### config.mk
export PLATFORM = sky130hd
export DESIGN_NAME = rxs_poller
export DESIGN_NICKNAME = d
export VERILOG_FILES = /design/src/rtl/rxs_pkg.sv /design/src/rtl/rxs_regs.sv /design/src/rtl/rxs_seq.sv /design/src/rtl/rxs_poller.sv
export SDC_FILE = /design/constraint.sdc
export NUM_CORES = 1
export LEC_CHECK = 0
export BUFFER_PORTS_ARGS = -buffer_cell sky130_fd_sc_hd__buf_2
export CORE_UTILIZATION = 35
export CTS_CLUSTER_DIAMETER = 50
export DETAILED_ROUTE_END_ITERATION = 8
export GPL_TIMING_DRIVEN = 0
export PLACE_DENSITY_LB_ADDON = 0.05
export SLEW_MARGIN = 20
export SYNTH_ARGS = -nofsm -noshare
export SYNTH_HDL_FRONTEND = slang
export SYNTH_HIERARCHICAL = 1
export SYNTH_SLANG_ARGS = --single-unit
### constraint.sdc
create_clock -name clk_i -period 3.1 [get_ports clk_i]
set_input_delay 0.93 -clock clk_i [delete_from_list [all_inputs] [get_ports clk_i]]
set_output_delay 0.93 -clock clk_i [all_outputs]
set_load 0.1 [all_outputs]
### src/rtl/rxs_pkg.sv
package rxs_pkg;
  localparam int unsigned SIZE_W = 10;
  localparam int unsigned WORD_W = 16;
  localparam int unsigned NEVT   = 4;   // req, done, fail, reauth triplets

  localparam logic [2:0] A_CTRL = 3'd0;
  localparam logic [2:0] A_TRIG = 3'd1;
  localparam logic [2:0] A_PER  = 3'd2;
  localparam logic [2:0] A_TMO  = 3'd3;
  localparam logic [2:0] A_INT0 = 3'd4;
  localparam logic [2:0] A_INT1 = 3'd5;

  localparam logic [1:0] M_OFF   = 2'd0;
  localparam logic [1:0] M_AUTH  = 2'd1;
  localparam logic [1:0] M_FORCE = 2'd2;
  localparam logic [1:0] M_SW    = 2'd3;

  localparam int unsigned B_READY  = 10;
  localparam int unsigned B_REAUTH = 11;

  typedef enum logic [1:0] {ST_IDLE, ST_REQ, ST_BUSY} seq_st_e;
endpackage

### src/rtl/rxs_regs.sv
module rxs_regs
  import rxs_pkg::*;
#(
  parameter int unsigned TW = 16
) (
  input  logic              clk_i,
  input  logic              rst_ni,
  input  logic              we_i,
  input  logic [2:0]        addr_i,
  input  logic [31:0]       wdata_i,
  output logic [31:0]       rdata_o,
  output logic [1:0]        mode_o,
  output logic              tmr_rst_o,
  output logic [TW-1:0]     period_o,
  output logic [TW-1:0]     tmo_lim_o,
  output logic [TW-1:0]     urg_lim_o,
  output logic              trig_o,
  output logic              size_en_o,
  output logic [1:0]        rdy_en_o,
  output logic              reauth_en_o,
  output logic              irq_o,
  input  logic              ev_req_i,
  input  logic              ev_done_i,
  input  logic              ev_fail_i,
  input  logic              ev_tmo_i,
  input  logic [WORD_W-1:0] word_i
);
  logic [1:0]        mode_q;
  logic              trst_q;
  logic [TW-1:0]     per_q, tmo_q, urg_q;
  logic              st_rdy_q, st_nrdy_q, st_tmo_q, en_tmo_q, en_size_q;
  logic [1:0]        en_rdy_q;
  logic [SIZE_W-1:0] size_q;
  logic [NEVT-1:0]   ev_set, st_vec, en_vec;
  logic              wr_int0, wr_int1;

  assign wr_int0 = we_i && (addr_i == A_INT0);
  assign wr_int1 = we_i && (addr_i == A_INT1);
  assign trig_o  = we_i && (addr_i == A_TRIG);
  assign ev_set  = {ev_done_i & word_i[B_REAUTH], ev_fail_i, ev_done_i, ev_req_i};

  // status / ack / enable triplets at bit 4g, 4g+1, 4g+2
  for (genvar g = 0; g < NEVT; g++) begin : g_evt
    logic st_q, en_q;
    always_ff @(posedge clk_i or negedge rst_ni) begin
      if (!rst_ni) begin
        st_q <= 1'b0;
        en_q <= 1'b0;
      end else begin
        st_q <= ev_set[g] | (st_q & ~(wr_int0 & wdata_i[4*g+1]));
        if (wr_int0) en_q <= wdata_i[4*g+2];
      end
    end
    assign st_vec[g] = st_q;
    assign en_vec[g] = en_q;
  end

  always_ff @(posedge clk_i or negedge rst_ni) begin
    if (!rst_ni) begin
      mode_q    <= M_OFF;
      trst_q    <= 1'b0;
      per_q     <= '0;
      tmo_q     <= '0;
      urg_q     <= '0;
      st_rdy_q  <= 1'b0;
      st_nrdy_q <= 1'b0;
      st_tmo_q  <= 1'b0;
      en_tmo_q  <= 1'b0;
      en_size_q <= 1'b0;
      en_rdy_q  <= 2'b0;
      size_q    <= '0;
    end else begin
      if (we_i && addr_i == A_CTRL) begin
        mode_q <= wdata_i[1:0];
        trst_q <= wdata_i[2];
      end
      if (we_i && addr_i == A_PER) per_q <= wdata_i[TW-1:0];
      if (we_i && addr_i == A_TMO) begin
        tmo_q <= wdata_i[TW-1:0];
        urg_q <= wdata_i[16 +: TW];
      end
      if (wr_int0) begin
        en_rdy_q  <= wdata_i[19:18];
        en_size_q <= wdata_i[31];
      end
      if (wr_int1) en_tmo_q <= wdata_i[2];
      // a hardware event in the same cycle wins over the acknowledge
      st_rdy_q  <= (ev_done_i &  word_i[B_READY]) | (st_rdy_q  & ~(wr_int0 & wdata_i[17]));
      st_nrdy_q <= (ev_done_i & ~word_i[B_READY]) | (st_nrdy_q & ~(wr_int0 & wdata_i[17]));
      st_tmo_q  <= ev_tmo_i | (st_tmo_q & ~(wr_int1 & wdata_i[1]));
      if (ev_done_i)                    size_q <= word_i[SIZE_W-1:0];
      else if (wr_int0 && wdata_i[30])  size_q <= '0;
    end
  end

  assign mode_o      = mode_q;
  assign tmr_rst_o   = trst_q;
  assign period_o    = per_q;
  assign tmo_lim_o   = tmo_q;
  assign urg_lim_o   = urg_q;
  assign size_en_o   = en_size_q;
  assign rdy_en_o    = en_rdy_q;
  assign reauth_en_o = en_vec[3];

  assign irq_o = (|(st_vec & en_vec))
               | (en_size_q && size_q != '0)
               | (en_rdy_q[0] & st_rdy_q)
               | (en_rdy_q[1] & st_nrdy_q)
               | (en_tmo_q & st_tmo_q);

  always_comb begin
    rdata_o = '0;
    unique case (addr_i)
      A_CTRL: rdata_o[2:0] = {trst_q, mode_q};
      A_PER:  rdata_o[TW-1:0] = per_q;
      A_TMO: begin
        rdata_o[TW-1:0]  = tmo_q;
        rdata_o[16 +: TW] = urg_q;
      end
      A_INT0: begin
        for (int g = 0; g < NEVT; g++) begin
          rdata_o[4*g]   = st_vec[g];
          rdata_o[4*g+2] = en_vec[g];
        end
        rdata_o[15]    = st_nrdy_q;
        rdata_o[16]    = st_rdy_q;
        rdata_o[19:18] = en_rdy_q;
        rdata_o[29:20] = size_q;
        rdata_o[31]    = en_size_q;
      end
      A_INT1: begin
        rdata_o[0] = st_tmo_q;
        rdata_o[2] = en_tmo_q;
      end
      default: rdata_o = '0;
    endcase
  end
endmodule

### src/rtl/rxs_seq.sv
module rxs_seq
  import rxs_pkg::*;
#(
  parameter int unsigned TW = 16
) (
  input  logic              clk_i,
  input  logic              rst_ni,
  input  logic              hsync_i,
  input  logic              auth_i,
  input  logic [1:0]        mode_i,
  input  logic              tmr_rst_i,
  input  logic [TW-1:0]     period_i,
  input  logic [TW-1:0]     tmo_lim_i,
  input  logic [TW-1:0]     urg_lim_i,
  input  logic              trig_i,
  input  logic              size_en_i,
  input  logic [1:0]        rdy_en_i,
  input  logic              reauth_en_i,
  input  logic              ddc_gnt_i,
  input  logic              ddc_done_i,
  input  logic              ddc_fail_i,
  input  logic [WORD_W-1:0] ddc_data_i,
  output logic              ddc_req_o,
  output logic              ddc_urgent_o,
  output logic              ev_req_o,
  output logic              ev_done_o,
  output logic              ev_fail_o,
  output logic              ev_tmo_o
);
  seq_st_e       st_q, st_d;
  logic [TW-1:0] cnt_q, cnt_d;
  logic          sw_act_q, active, issue, resp, stop_hit;

  always_comb begin
    unique case (mode_i)
      M_AUTH:  active = auth_i;
      M_FORCE: active = 1'b1;
      M_SW:    active = sw_act_q;
      default: active = 1'b0;
    endcase
  end

  assign issue     = (st_q == ST_IDLE) && active && !tmr_rst_i && (cnt_q >= period_i);
  assign resp      = (st_q == ST_BUSY) && ddc_done_i;
  assign ev_req_o  = issue;
  assign ev_done_o = resp & ~ddc_fail_i;
  assign ev_fail_o = resp &  ddc_fail_i;
  assign ev_tmo_o  = (st_q != ST_IDLE) && !resp && (tmo_lim_i != '0) && (cnt_q >= tmo_lim_i);

  assign stop_hit = ev_done_o &&
                    ((size_en_i && ddc_data_i[SIZE_W-1:0] != '0) ||
                     (rdy_en_i[0] &&  ddc_data_i[B_READY]) ||
                     (rdy_en_i[1] && !ddc_data_i[B_READY]) ||
                     (reauth_en_i &&  ddc_data_i[B_REAUTH]));

  always_comb begin
    st_d  = st_q;
    cnt_d = cnt_q;
    unique case (st_q)
      ST_IDLE: if (issue) st_d = ST_REQ;
      ST_REQ: begin
        if (ev_tmo_o)       st_d = ST_IDLE;
        else if (ddc_gnt_i) st_d = ST_BUSY;
      end
      ST_BUSY: if (resp || ev_tmo_o) st_d = ST_IDLE;
      default: st_d = ST_IDLE;
    endcase
    // one counter: idle period, then grant/response wait since the request
    if (tmr_rst_i || issue || (st_q != ST_IDLE && st_d == ST_IDLE)) begin
      cnt_d = '0;
    end else if (hsync_i) begin
      if (st_q == ST_IDLE) begin
        if (cnt_q < period_i) cnt_d = cnt_q + 1'b1;
      end else if (cnt_q != '1) begin
        cnt_d = cnt_q + 1'b1;
      end
    end
  end

  always_ff @(posedge clk_i or negedge rst_ni) begin
    if (!rst_ni) begin
      st_q     <= ST_IDLE;
      cnt_q    <= '0;
      sw_act_q <= 1'b0;
    end else begin
      st_q  <= st_d;
      cnt_q <= cnt_d;
      if (mode_i != M_SW) sw_act_q <= 1'b0;
      else if (trig_i)    sw_act_q <= 1'b1;
      else if (stop_hit)  sw_act_q <= 1'b0;
    end
  end

  assign ddc_req_o    = (st_q == ST_REQ);
  assign ddc_urgent_o = (st_q == ST_REQ) && (urg_lim_i != '0) && (cnt_q >= urg_lim_i);
endmodule

### src/rtl/rxs_poller.sv
module rxs_poller
  import rxs_pkg::*;
#(
  parameter int unsigned TW = 16
) (
  input  logic        clk_i,
  input  logic        rst_ni,
  input  logic        reg_we_i,
  input  logic [2:0]  reg_addr_i,
  input  logic [31:0] reg_wdata_i,
  output logic [31:0] reg_rdata_o,
  input  logic        hsync_i,
  input  logic        auth_i,
  output logic        ddc_req_o,
  output logic        ddc_urgent_o,
  input  logic        ddc_gnt_i,
  input  logic        ddc_done_i,
  input  logic        ddc_fail_i,
  input  logic [15:0] ddc_data_i,
  output logic        irq_o
);
  logic [1:0]    mode, rdy_en;
  logic          tmr_rst, trig, size_en, reauth_en;
  logic [TW-1:0] period, tmo_lim, urg_lim;
  logic          ev_req, ev_done, ev_fail, ev_tmo;

  rxs_regs #(.TW(TW)) u_regs (
    .clk_i       (clk_i),
    .rst_ni      (rst_ni),
    .we_i        (reg_we_i),
    .addr_i      (reg_addr_i),
    .wdata_i     (reg_wdata_i),
    .rdata_o     (reg_rdata_o),
    .mode_o      (mode),
    .tmr_rst_o   (tmr_rst),
    .period_o    (period),
    .tmo_lim_o   (tmo_lim),
    .urg_lim_o   (urg_lim),
    .trig_o      (trig),
    .size_en_o   (size_en),
    .rdy_en_o    (rdy_en),
    .reauth_en_o (reauth_en),
    .irq_o       (irq_o),
    .ev_req_i    (ev_req),
    .ev_done_i   (ev_done),
    .ev_fail_i   (ev_fail),
    .ev_tmo_i    (ev_tmo),
    .word_i      (ddc_data_i)
  );

  rxs_seq #(.TW(TW)) u_seq (
    .clk_i        (clk_i),
    .rst_ni       (rst_ni),
    .hsync_i      (hsync_i),
    .auth_i       (auth_i),
    .mode_i       (mode),
    .tmr_rst_i    (tmr_rst),
    .period_i     (period),
    .tmo_lim_i    (tmo_lim),
    .urg_lim_i    (urg_lim),
    .trig_i       (trig),
    .size_en_i    (size_en),
    .rdy_en_i     (rdy_en),
    .reauth_en_i  (reauth_en),
    .ddc_gnt_i    (ddc_gnt_i),
    .ddc_done_i   (ddc_done_i),
    .ddc_fail_i   (ddc_fail_i),
    .ddc_data_i   (ddc_data_i),
    .ddc_req_o    (ddc_req_o),
    .ddc_urgent_o (ddc_urgent_o),
    .ev_req_o     (ev_req),
    .ev_done_o    (ev_done),
    .ev_fail_o    (ev_fail),
    .ev_tmo_o     (ev_tmo)
  );
endmodule

==> summary.md, run 1 <==
| Metric | Value |
|---|---|
| Layout cells sized above 1 | `37.54%` |
| CTS max path bufs | `2` |
| Clock Sinks | `95` |
| Max stage delay on crit path | `0.44 ns` |
| # setup viols final | `0` |
| RSZ-0062 raised after global routing | `yes` |
| Clock Power Share | `28.9%` |
| Reg2reg path depth | `9` |
| Initial Util | `36.28%` |
| Max Cap Viol | `0` |
| Routed WL | `18700 um` |
| Hold Crit Class | `in -> async` |
| Switch Pwr | `1.548 mW` |
| Crit path capture type | `output port` |
| Period utilization | `99.54%` |
| Synthesized net count | `673` |
| Status | `finished clean` |
| Worst reg-to-reg setup slack | `0.36 ns` |
| Fin area | `7931 um^2` |
| Critical Path Start | `u_seq/cnt_q[0]` |
| Footprint of the multi-input gates | `3637 um^2` |
| Count of cell types in the netlist | `58` |
| Total track usage | `22.11%` |
| Pleak | `3.775 nW` |
| DRT Pass-1 Iters | `5` |
| DRT antenna net count | `0` |
| Final Net Count | `778` |
| Post-place setup slack | `-0.5854 ns` |
| Cell Pwr Density | `552.5 nW/um^2` |
| Die height | `133.8 um` |
| Vias in the first global route | `5130` |
| Routability cong. | `0.8255` |
| Post-layout min period | `3.086 ns` |
| First-pass GRT wire length | `29550 um` |
| Synthesized area | `6081 um^2` |
| Die X | `133.8 um` |
| Clk_skew | `0.005903 ns` |
| FF-to-FF End | `u_seq/cnt_q[6]` |
| Crit-path slowest cell | `dfrtp_2` |
| Crit path top cell by count | `a21o_1` |
| EDFF count, synth | `0` |
| Final setup margin | `0.01419 ns` |
| CP startpoint kind | `register` |
| H-tree level count | `3` |
| #FFs+latches synth | `95` |
| Synth warnings | `6` |
| Site Rows | `47` |
| Fillers | `1570` |
| Via count | `4819` |
| Final HPWL DP | `14310 um` |
| Worst vdd ir | `0.3231 mV` |
| Register share of total power | `38.9%` |
| FFs w/ async S/R, synth | `100.0%` |
| WP data required | `2.17 ns` |
| Grt total ovfl | `0` |
| Post-route DRC | `0` |
| Vias/cell | `5.384` |
| Final Hold Vio Count | `0` |
| Num ports | `94` |
| Syn_area_per_cell | `10.78 um^2` |
| Worst slew pin tran | `0.9196 ns` |
| Register Area | `2381 um^2` |
| Initial drt markers | `217` |
| CTS tree | `yes` |
| CP cell instances | `inv_4 -> ha_4 -> nand2b_4 -> a21o_1 -> a21o_1 -> a211oi_2 -> o21ai_1 -> o2111ai_2 -> a31oi_4 -> buf_12` |
| Post-placement cell area | `7047 um^2` |
| Crit-path max FO | `2` |
| Clock latency on the worst-skew pair | `0.35 ns` |
| Reg-to-reg startpoint | `u_seq/cnt_q[13]` |
| Worst slew margin | `38.22%` |
| Sw frac | `35.33%` |
| Die area | `17910 um^2` |
| Clk pin slew, worst setup/hold paths | `0.07 ns` |
| Sequential share of the synthesized area | `39.09%` |
| CTS Buf Count | `9` |
| CP arrival | `2.16 ns` |
| Logic pwr share | `32.3%` |
| Internal Power | `2.834 mW` |
| Top_reg_cell synth | `dfrtp_1` |
| WL/cell | `20.89 um` |
| End of the critical path | `ddc_urgent_o` |
| Max Clock Freq | `324.1 MHz` |
| Port Buf Inserts | `88` |
| Final-report max-slew violation count | `0` |
| Clock Root Buffer | `clkbuf_16` |
| Largest net degree at the start of global routing | `60` |
| Area of the core | `16760 um^2` |
| Mapped Cells | `564` |
| Critical path class | `reg -> out` |
| Area grow syn2layout | `30.43%` |
| Initial antenna violation count | `0` |
[through the flow]
step / std cells / utilization (%) / power (mW) / hold slack [ns] / TNS [ns]
2_1_floorplan: 564 / - / 2.582 / 0.4715 / -1.070
3_3_place_gp: 872 / 41.84 / 2.934 / 0.5037 / -13.72
3_5_place_dp: 873 / 42.05 / 2.970 / 0.5054 / -14.22
4_1_cts: 893 / 46.20 / 4.402 / 0.4764 / -0.05407
5_1_grt: 894 / 47.31 / 4.623 / 0.4859 / -0.1273
6_report: 895 / 47.32 / 4.382 / 0.4676 / 0
[per-layer routing]
metal  track usage (%)  part of all wire, %
met1             29.39                   45
met2             36.18                   48
met3             4.611                  5.2
met4             6.376                  1.9
met5                 0                    0
[synth_stat cells (12+ instances only)]
| cell type | n | area (um^2) |
|---|---|---|
| a21oi_1 | 17 | 85.08 |
| a22o_1 | 28 | 245.2 |
| dfrtp_1 | 95 | 2377 |
| ha_1 | 50 | 625.6 |
| inv_1 | 53 | 198.9 |
| mux2_2 | 29 | 326.6 |
| mux2_4 | 30 | 450.4 |
| nand2_1 | 26 | 97.59 |
| nand4_1 | 13 | 81.33 |
| nor2_1 | 35 | 131.4 |
| nor3_1 | 12 | 60.06 |
| nor4_1 | 14 | 87.58 |
| xnor2_1 | 15 | 131.4 |
[area by class of cell]
| type | instances | share of cell area, % |
|---|---|---|
| timing repair buffer | 94 | 10.82 |
| buffer | 21 | 3.029 |
| clock inverter | 4 | 0.9623 |
| multi-input combinational | 395 | 45.86 |
| inverter | 53 | 2.571 |
| clock buffer | 12 | 3.234 |
| sequential | 95 | 30.02 |
| antenna | 1 | 0.03155 |
| tap | 220 | 3.471 |
[power groups by stage]
stage	Sequential, mW	Combinational, mW	Clock (mW)
2_1_floorplan	1.62	0.963	0
3_3_place_gp	1.74	1.19	0
3_5_place_dp	1.74	1.23	0
4_1_cts	1.71	1.38	1.32
5_1_grt	1.73	1.53	1.36
6_report	1.70	1.41	1.27
[worst max-delay path, delay by kind of cell (launching register included)]
family          cells  cell delay, ns
fa+ha+maj           1            0.18
flops               1            0.44
buf+inv             2            0.26
compound gates      6            0.79
simple gates        1            0.12
[logic make-up (layout without fill, tap and decap cells)]
family | Yosys count | in the layout | share of synthesized area (%)
fa+ha+maj | 50 | 50 | 10.29
xor+xnor | 15 | 15 | 2.161
simple gates | 147 | 147 | 13.52
flops | 95 | 95 | 39.09
buf+inv | 74 | 184 | 6.337
compound gates | 113 | 113 | 14.01
mux | 70 | 70 | 14.59
other cells | 0 | 1 | 0
[state kept, by name, summed over array words and instances, names as in the netlist, 2 cells and up]
name / cells
u_regs/rdy_en_o: 2
u_seq/st_q: 2
u_seq/cnt_q: 16
u_regs/g_evt.st_q: 4
u_regs/size_q: 10
u_regs/mode_o: 2
u_regs/urg_lim_o: 16
u_regs/g_evt.en_q: 3
u_regs/tmo_lim_o: 16
u_regs/period_o: 16
[what timing repair did]
item | in CTS | in global routing
buffers inserted | 4 | 1
hold buffers | 0 | 0
pin swaps | 8 | 8
gates resized for setup | 98 | 49
setup endpoints to repair | 34 | 31
[worst min path at each step]
stage,startpoint,endpoint,slack (ns)
4_1_cts,rst_ni,u_regs/size_q[5],0.48
3_3_place_gp,u_regs/g_evt[0].st_q,u_regs/g_evt[0].st_q,0.50
6_report,rst_ni,u_regs/size_q[5],0.47
5_1_grt,rst_ni,u_regs/size_q[5],0.49
3_5_place_dp,u_regs/size_q[1],u_regs/size_q[1],0.51
2_1_floorplan,u_regs/g_evt[0].st_q,u_regs/g_evt[0].st_q,0.47
[layout by cell type, fill, tap and decap left out, types with 13 or more instances in the layout]
master	netlist	final
dfrtp_1	95	92
xnor2_1	15	15
ha_1	50	48
a22o_1	28	13
buf_2	5	54
mux2_2	29	29
mux2_4	30	30
inv_1	53	51
buf_12	3	18
a22o_2	0	15
nand4_1	13	13
buf_6	6	19
nor2_1	35	26
nor4_1	14	14
a21oi_1	17	15
nand2_1	26	25
No activity file was read; power rests on OpenSTA's default activity.
==> run 2: changes to the inputs <==
--- a/config.mk
+++ b/config.mk
@@ -10,7 +10,7 @@
 export CTS_CLUSTER_DIAMETER = 50
 export DETAILED_ROUTE_END_ITERATION = 8
 export GPL_TIMING_DRIVEN = 0
-export PLACE_DENSITY_LB_ADDON = 0.05
+export PLACE_DENSITY = 0.59
 export SLEW_MARGIN = 20
 export SYNTH_ARGS = -nofsm -noshare
 export SYNTH_HDL_FRONTEND = slang
==> run 2 against run 1 <==
  * The flow now finishes with violations (negative setup slack)
  * Worst setup slack got worse by 0.041 ns
  * Critical path depth shrank 3
  * First-iteration DRC count rose by 38%
  * Flip-flop and latch count did not move
  * Non-clock buffer count down 1
  * Utilization down 0.55 points
  * Combinational power hardly changed
  * Total power is 4.4% lower
  * Worst hold slack worse by 0.0014 ns
  * Clock power down 17%
  * Sequential share of layout area is 0.35 points higher
  * Largest cell class unchanged
  * Largest power group unchanged
  * Highest routed layer unchanged
==> summary.md, run 2 (synthesized netlist as in run 1, its figures left out) <==
| Metric | Value |
|---|---|
| Status | `finished, violations left` |
| Failing checks | `negative setup slack` |
| Max Cap Viol | `0` |
| Initial antenna violation count | `0` |
| Final-report max-slew violation count | `0` |
| Initial Util | `36.28%` |
| Vias in the first global route | `5051` |
| Final std cells w/o fill | `892` |
| Post-route DRC | `0` |
| Most frequent cells in the layout | `92 x dfrtp_1, 54 x buf_2, 51 x inv_1` |
| Placed Cells | `873` |
| Area of the core | `16760 um^2` |
| DRT Pass-1 Iters | `5` |
| Clock Sinks | `95` |
| DRT antenna net count | `0` |
| Worst slew margin | `40.75%` |
| Ant diodes | `0` |
| Hold Crit Class | `in -> async` |
| Num ports | `94` |
| Port Buf Inserts | `88` |
| Crit path capture type | `output port` |
| Worst vdd ir | `0.3031 mV` |
| Final Hold Vio Count | `0` |
| Area grow syn2layout | `28.91%` |
| Post-layout min period | `3.127 ns` |
| Total track usage | `21.02%` |
| Die area | `17910 um^2` |
| Clock Root Buffer | `clkbuf_16` |
| RSZ-0062 raised after global routing | `yes` |
| Pleak | `3.740 nW` |
| Final setup margin | `-0.02671 ns` |
| Worst slew pin tran | `0.8820 ns` |
| H-tree level count | `3` |
| Max Clock Freq | `319.8 MHz` |
| Die height | `133.8 um` |
| # setup viols final | `1` |
| Post-place setup slack | `-0.6021 ns` |
| WL/cell | `20.27 um` |
| Commonest non-fill, non-tap cell in the layout | `dfrtp_1` |
| Die X | `133.8 um` |
| Hold Worst Slack | `0.4662 ns` |
| Cell Pwr Density | `534.7 nW/um^2` |
| First-pass GRT wire length | `28410 um` |
| Critical path class | `reg -> out` |
| WP data required | `2.17 ns` |
| Max stage delay on crit path | `0.48 ns` |
| Routability cong. | `0.8646` |
| Clk_skew | `0.01080 ns` |
| Site Rows | `47` |
| Final Net Count | `777` |
| Vias/cell | `5.529` |
| CP arrival | `2.20 ns` |
| CTS max path bufs | `2` |
| Final HPWL DP | `13660 um` |
| CTS tree | `yes` |
| CTS Buf Count | `9` |
| Layout cells sized above 1 | `37.20%` |
| Routed WL | `18090 um` |
| Grt total ovfl | `0` |
| Clk pin slew, worst setup/hold paths | `0.07 ns` |
| Hold_buf cts | `0` |
| Crit-path slowest cell | `dfrtp_1` |
| CP cell instances | `ha_1 -> a21o_1 -> a211oi_2 -> nand2_1 -> o2111ai_1 -> a31oi_4 -> buf_12` |
| Clock latency on the worst-skew pair | `0.35 ns` |
| Crit-path max FO | `6` |
| Initial drt markers | `300` |
| Via count | `4932` |
| Period utilization | `100.9%` |
| Largest net degree at the start of global routing | `61` |
| CP startpoint kind | `register` |
[run 2: timing repair]
item / in CTS / in global routing
pin swaps: 6 / 9
resized for setup: 97 / 43
hold endpoints to repair: 0 / 0
setup endpoints to repair: 34 / 31
setup buffers: 4 / 0
[run 2: power by group]
part | total, mW | switching, mW | internal (mW)
Combinational | 1.43 | 0.785 | 0.643
Clock | 1.06 | 0.511 | 0.546
Sequential | 1.71 | 0.263 | 1.44
[run 2: stage by stage]
step | TNS [ns] | utilization [%] | power [mW] | instance area [um^2]
after floorplan | -1.070 | - | 2.582 | 6297
after global placement | -13.91 | 41.84 | 2.912 | 7013
after detailed placement | -14.40 | 42.05 | 2.959 | 7047
after CTS | -0.04497 | 45.76 | 4.151 | 7670
after global routing | -0.1966 | 46.77 | 4.399 | 7839
final | -0.02671 | 46.77 | 4.191 | 7839
[run 2: cell type report]
cell class	instances	area, um^2
buffer	21	244.0
clock buffer	9	225.2
clock inverter	6	43.79
fill	1561	8921
inverter	53	201.4
multi-input combinational	395	3643
sequential	95	2381
tap	220	275.3
timing repair buffer	93	824.5
[run 2: final timing paths]
check / endpoint / slack, ns / cells past startpoint / start
max: ddc_urgent_o / -0.03 / 7 / u_seq/cnt_q[14]
min: u_regs/size_q[5] / 0.47 / 1 / rst_ni
max reg2reg: u_seq/cnt_q[13] / 0.48 / 8 / u_seq/cnt_q[13]
min reg2reg: u_regs/g_evt[0].st_q / 0.52 / 1 / u_regs/g_evt[0].st_q
max in group asynchronous: u_regs/tmo_lim_o[5] / 2.00 / 2 / rst_ni
min in group clk_i: u_regs/g_evt[0].st_q / 0.52 / 1 / u_regs/g_evt[0].st_q
[run 2: worst max-delay path: cells and delay by family, from the launching register on]
kind / cells / cell delay (ns)
flops: 1 / 0.48
simple gates: 1 / 0.11
compound gates: 4 / 0.74
fa+ha+maj: 1 / 0.33
buf+inv: 1 / 0.19
[run 2: routing by layer]
layer,share of wire (%),global-route usage (%)
met1,45,27.92
met2,45,33.22
met3,6.0,3.930
met4,3.5,9.470
met5,0,0
==> run 3: changes to the inputs <==
--- a/config.mk
+++ b/config.mk
@@ -5,12 +5,13 @@
 export SDC_FILE = /design/constraint.sdc
 export NUM_CORES = 1
 export LEC_CHECK = 0
-export BUFFER_PORTS_ARGS = -buffer_cell sky130_fd_sc_hd__buf_2
+export BUFFER_PORTS_ARGS = -buffer_cell sky130_fd_sc_hd__buf_4
 export CORE_UTILIZATION = 35
 export CTS_CLUSTER_DIAMETER = 50
 export DETAILED_ROUTE_END_ITERATION = 8
 export GPL_TIMING_DRIVEN = 0
 export PLACE_DENSITY = 0.59
+export SETUP_SLACK_MARGIN = 0.2
 export SLEW_MARGIN = 20
 export SYNTH_ARGS = -nofsm -noshare
 export SYNTH_HDL_FRONTEND = slang
==> run 3 against run 2 <==
  * The flow still finishes with violations (negative setup slack)
  * Global-route usage increased by 0.69 points
  * Die area unchanged
  * Critical path depth increased by 3
  * Combinational power increased by 9.8%
  * Flip-flop and latch count unchanged
  * Maximum frequency increased by 0.38%
  * Total power increased by 6.3%
  * Sequential share of layout area decreased by 3.1 points
  * Critical path type unchanged
==> summary.md, run 3 (synthesized netlist as in run 1, its figures left out) <==
| Metric | Value |
|---|---|
| Status | `finished, violations left` |
| Failing checks | `negative setup slack` |
| WP data required | `2.17 ns` |
| Area grow syn2layout | `43.77%` |
| Die height | `133.8 um` |
| Clock Root Buffer | `clkbuf_16` |
| DRT antenna net count | `0` |
| CP arrival | `2.18 ns` |
| DRT Pass-1 Iters | `5` |
| Max Clock Freq | `321.0 MHz` |
| Die area | `17910 um^2` |
| # setup viols final | `1` |
| Worst slew margin | `38.06%` |
| Initial Util | `36.28%` |
| Routability cong. | `0.8489` |
| Reg2reg path depth | `9` |
| Fin Setup TNS | `-0.01480 ns` |
| Cell Pwr Density | `509.8 nW/um^2` |
| CTS Buf Count | `9` |
| Reg-to-reg startpoint | `u_seq/cnt_q[13]` |
| Layout cells sized above 1 | `41.87%` |
| FF-to-FF End | `u_seq/cnt_q[3]` |
| Hold EP | `u_regs/period_o[3]` |
| RSZ-0062 raised after global routing | `yes` |
| Final-report max-slew violation count | `0` |
| Grt total ovfl | `0` |
| Crit-path max FO | `2` |
| Total power | `4.457 mW` |
| WHS Path Cells | `1` |
| Fillers | `1452` |
| Final setup margin | `-0.01480 ns` |
| Clk pin slew, worst setup/hold paths | `0.07 ns` |
| Hold Path Origin | `u_regs/period_o[3]` |
| Final Hold Vio Count | `0` |
| Routed WL | `18580 um` |
| Ant diodes | `0` |
| Max Cap Viol | `0` |
| Die X | `133.8 um` |
| Largest net degree at the start of global routing | `96` |
| H-tree level count | `3` |
| Area of the core | `16760 um^2` |
| Post-route DRC | `0` |
| Final Net Count | `799` |
| Worst vdd ir | `0.4557 mV` |
| Hold_buf cts | `0` |
| Vias in the first global route | `5196` |
| Initial drt markers | `220` |
| Commonest non-fill, non-tap cell in the layout | `dfrtp_1` |
| Clock Sinks | `95` |
| Num ports | `94` |
| First-pass GRT wire length | `29170 um` |
| Hold Worst Slack | `0.5433 ns` |
| Clk_skew | `0.007712 ns` |
| Vias/cell | `5.445` |
| Post-place setup slack | `-0.2882 ns` |
| Period utilization | `100.5%` |
| Final HPWL DP | `13570 um` |
| Port Buf Inserts | `88` |
| Via count | `4982` |
| Initial antenna violation count | `0` |
| CTS max path bufs | `2` |
| Critical path class | `reg -> out` |
| Register Area | `2384 um^2` |
| Clock latency on the worst-skew pair | `0.36 ns` |
| Hold Crit Class | `reg -> reg` |
| Footprint of the multi-input gates | `3906 um^2` |
| CP startpoint kind | `register` |
| Worst slew pin tran | `0.9291 ns` |
| Post-layout min period | `3.115 ns` |
| WL/cell | `20.30 um` |
| Worst reg-to-reg setup slack | `0.41 ns` |
| Final Util | `52.16%` |
| CTS tree | `yes` |
| Pleak | `4.127 nW` |
| Crit path capture type | `output port` |
| Total track usage | `21.71%` |
| Most frequent cells in the layout | `90 x dfrtp_1, 69 x buf_4, 51 x inv_1` |
| Site Rows | `47` |
[run 3: worst max-delay path by stage]
stage | startpoint | to | depth (start not counted) | slack, ns
2_1_floorplan | u_regs/size_q[5] | irq_o | 3 | 0.07
3_3_place_gp | reg_addr_i[2] | reg_rdata_o[30] | 6 | -0.27
3_5_place_dp | reg_addr_i[2] | reg_rdata_o[17] | 6 | -0.29
4_1_cts | u_seq/cnt_q[0] | ddc_urgent_o | 10 | -0.03
5_1_grt | u_seq/cnt_q[0] | ddc_urgent_o | 10 | -0.12
6_report | u_seq/cnt_q[0] | ddc_urgent_o | 10 | -0.01
[run 3: stage by stage]
stage	instance area (um^2)	instances
6_report	8742	915
5_1_grt	8742	915
4_1_cts	8645	912
3_5_place_dp	7488	872
3_3_place_gp	7480	872
2_1_floorplan	6544	564
[run 3: report_power, final]
| group | switching, mW | internal, mW | leakage [nW] |
|---|---|---|---|
| combinational | 0.813 | 0.760 | 2.79 |
| sequential | 0.272 | 1.44 | 1.20 |
| clock | 0.536 | 0.635 | 0.139 |
[run 3: critical path, stage by stage, from the launching register on]
cell and delay, ns:
dfrtp_2 0.41, inv_2 0.08, ha_4 0.19, nand2b_4 0.12, a21o_1 0.15, a21o_1 0.16
a211oi_2 0.21, o21ai_2 0.08, o2111ai_2 0.11, a31oi_4 0.13, buf_12 0.19
[run 3: final cells by class]
class	instances	area share [%]
clock buffers	9	2.576
multi-input cells	395	44.68
inverters	53	2.319
flip-flops and latches	95	27.26
repair buffers	115	15.76
well taps	220	3.149
plain buffers	21	3.349
clock inverters	7	0.9017
[run 3: repair_timing]
action                     4_1_cts  5_1_grt
setup endpoints to repair       34       29
gates cloned                     4        1
buffers inserted                20        2
pin swaps                       28       21
gates resized for setup        142       12
[run 3: per-layer routing]
layer | global-route usage, % | share of wire, %
met5 | 0 | 0
met4 | 8.523 | 2.7
met3 | 3.137 | 5.2
met2 | 35.20 | 47
met1 | 29.14 | 45
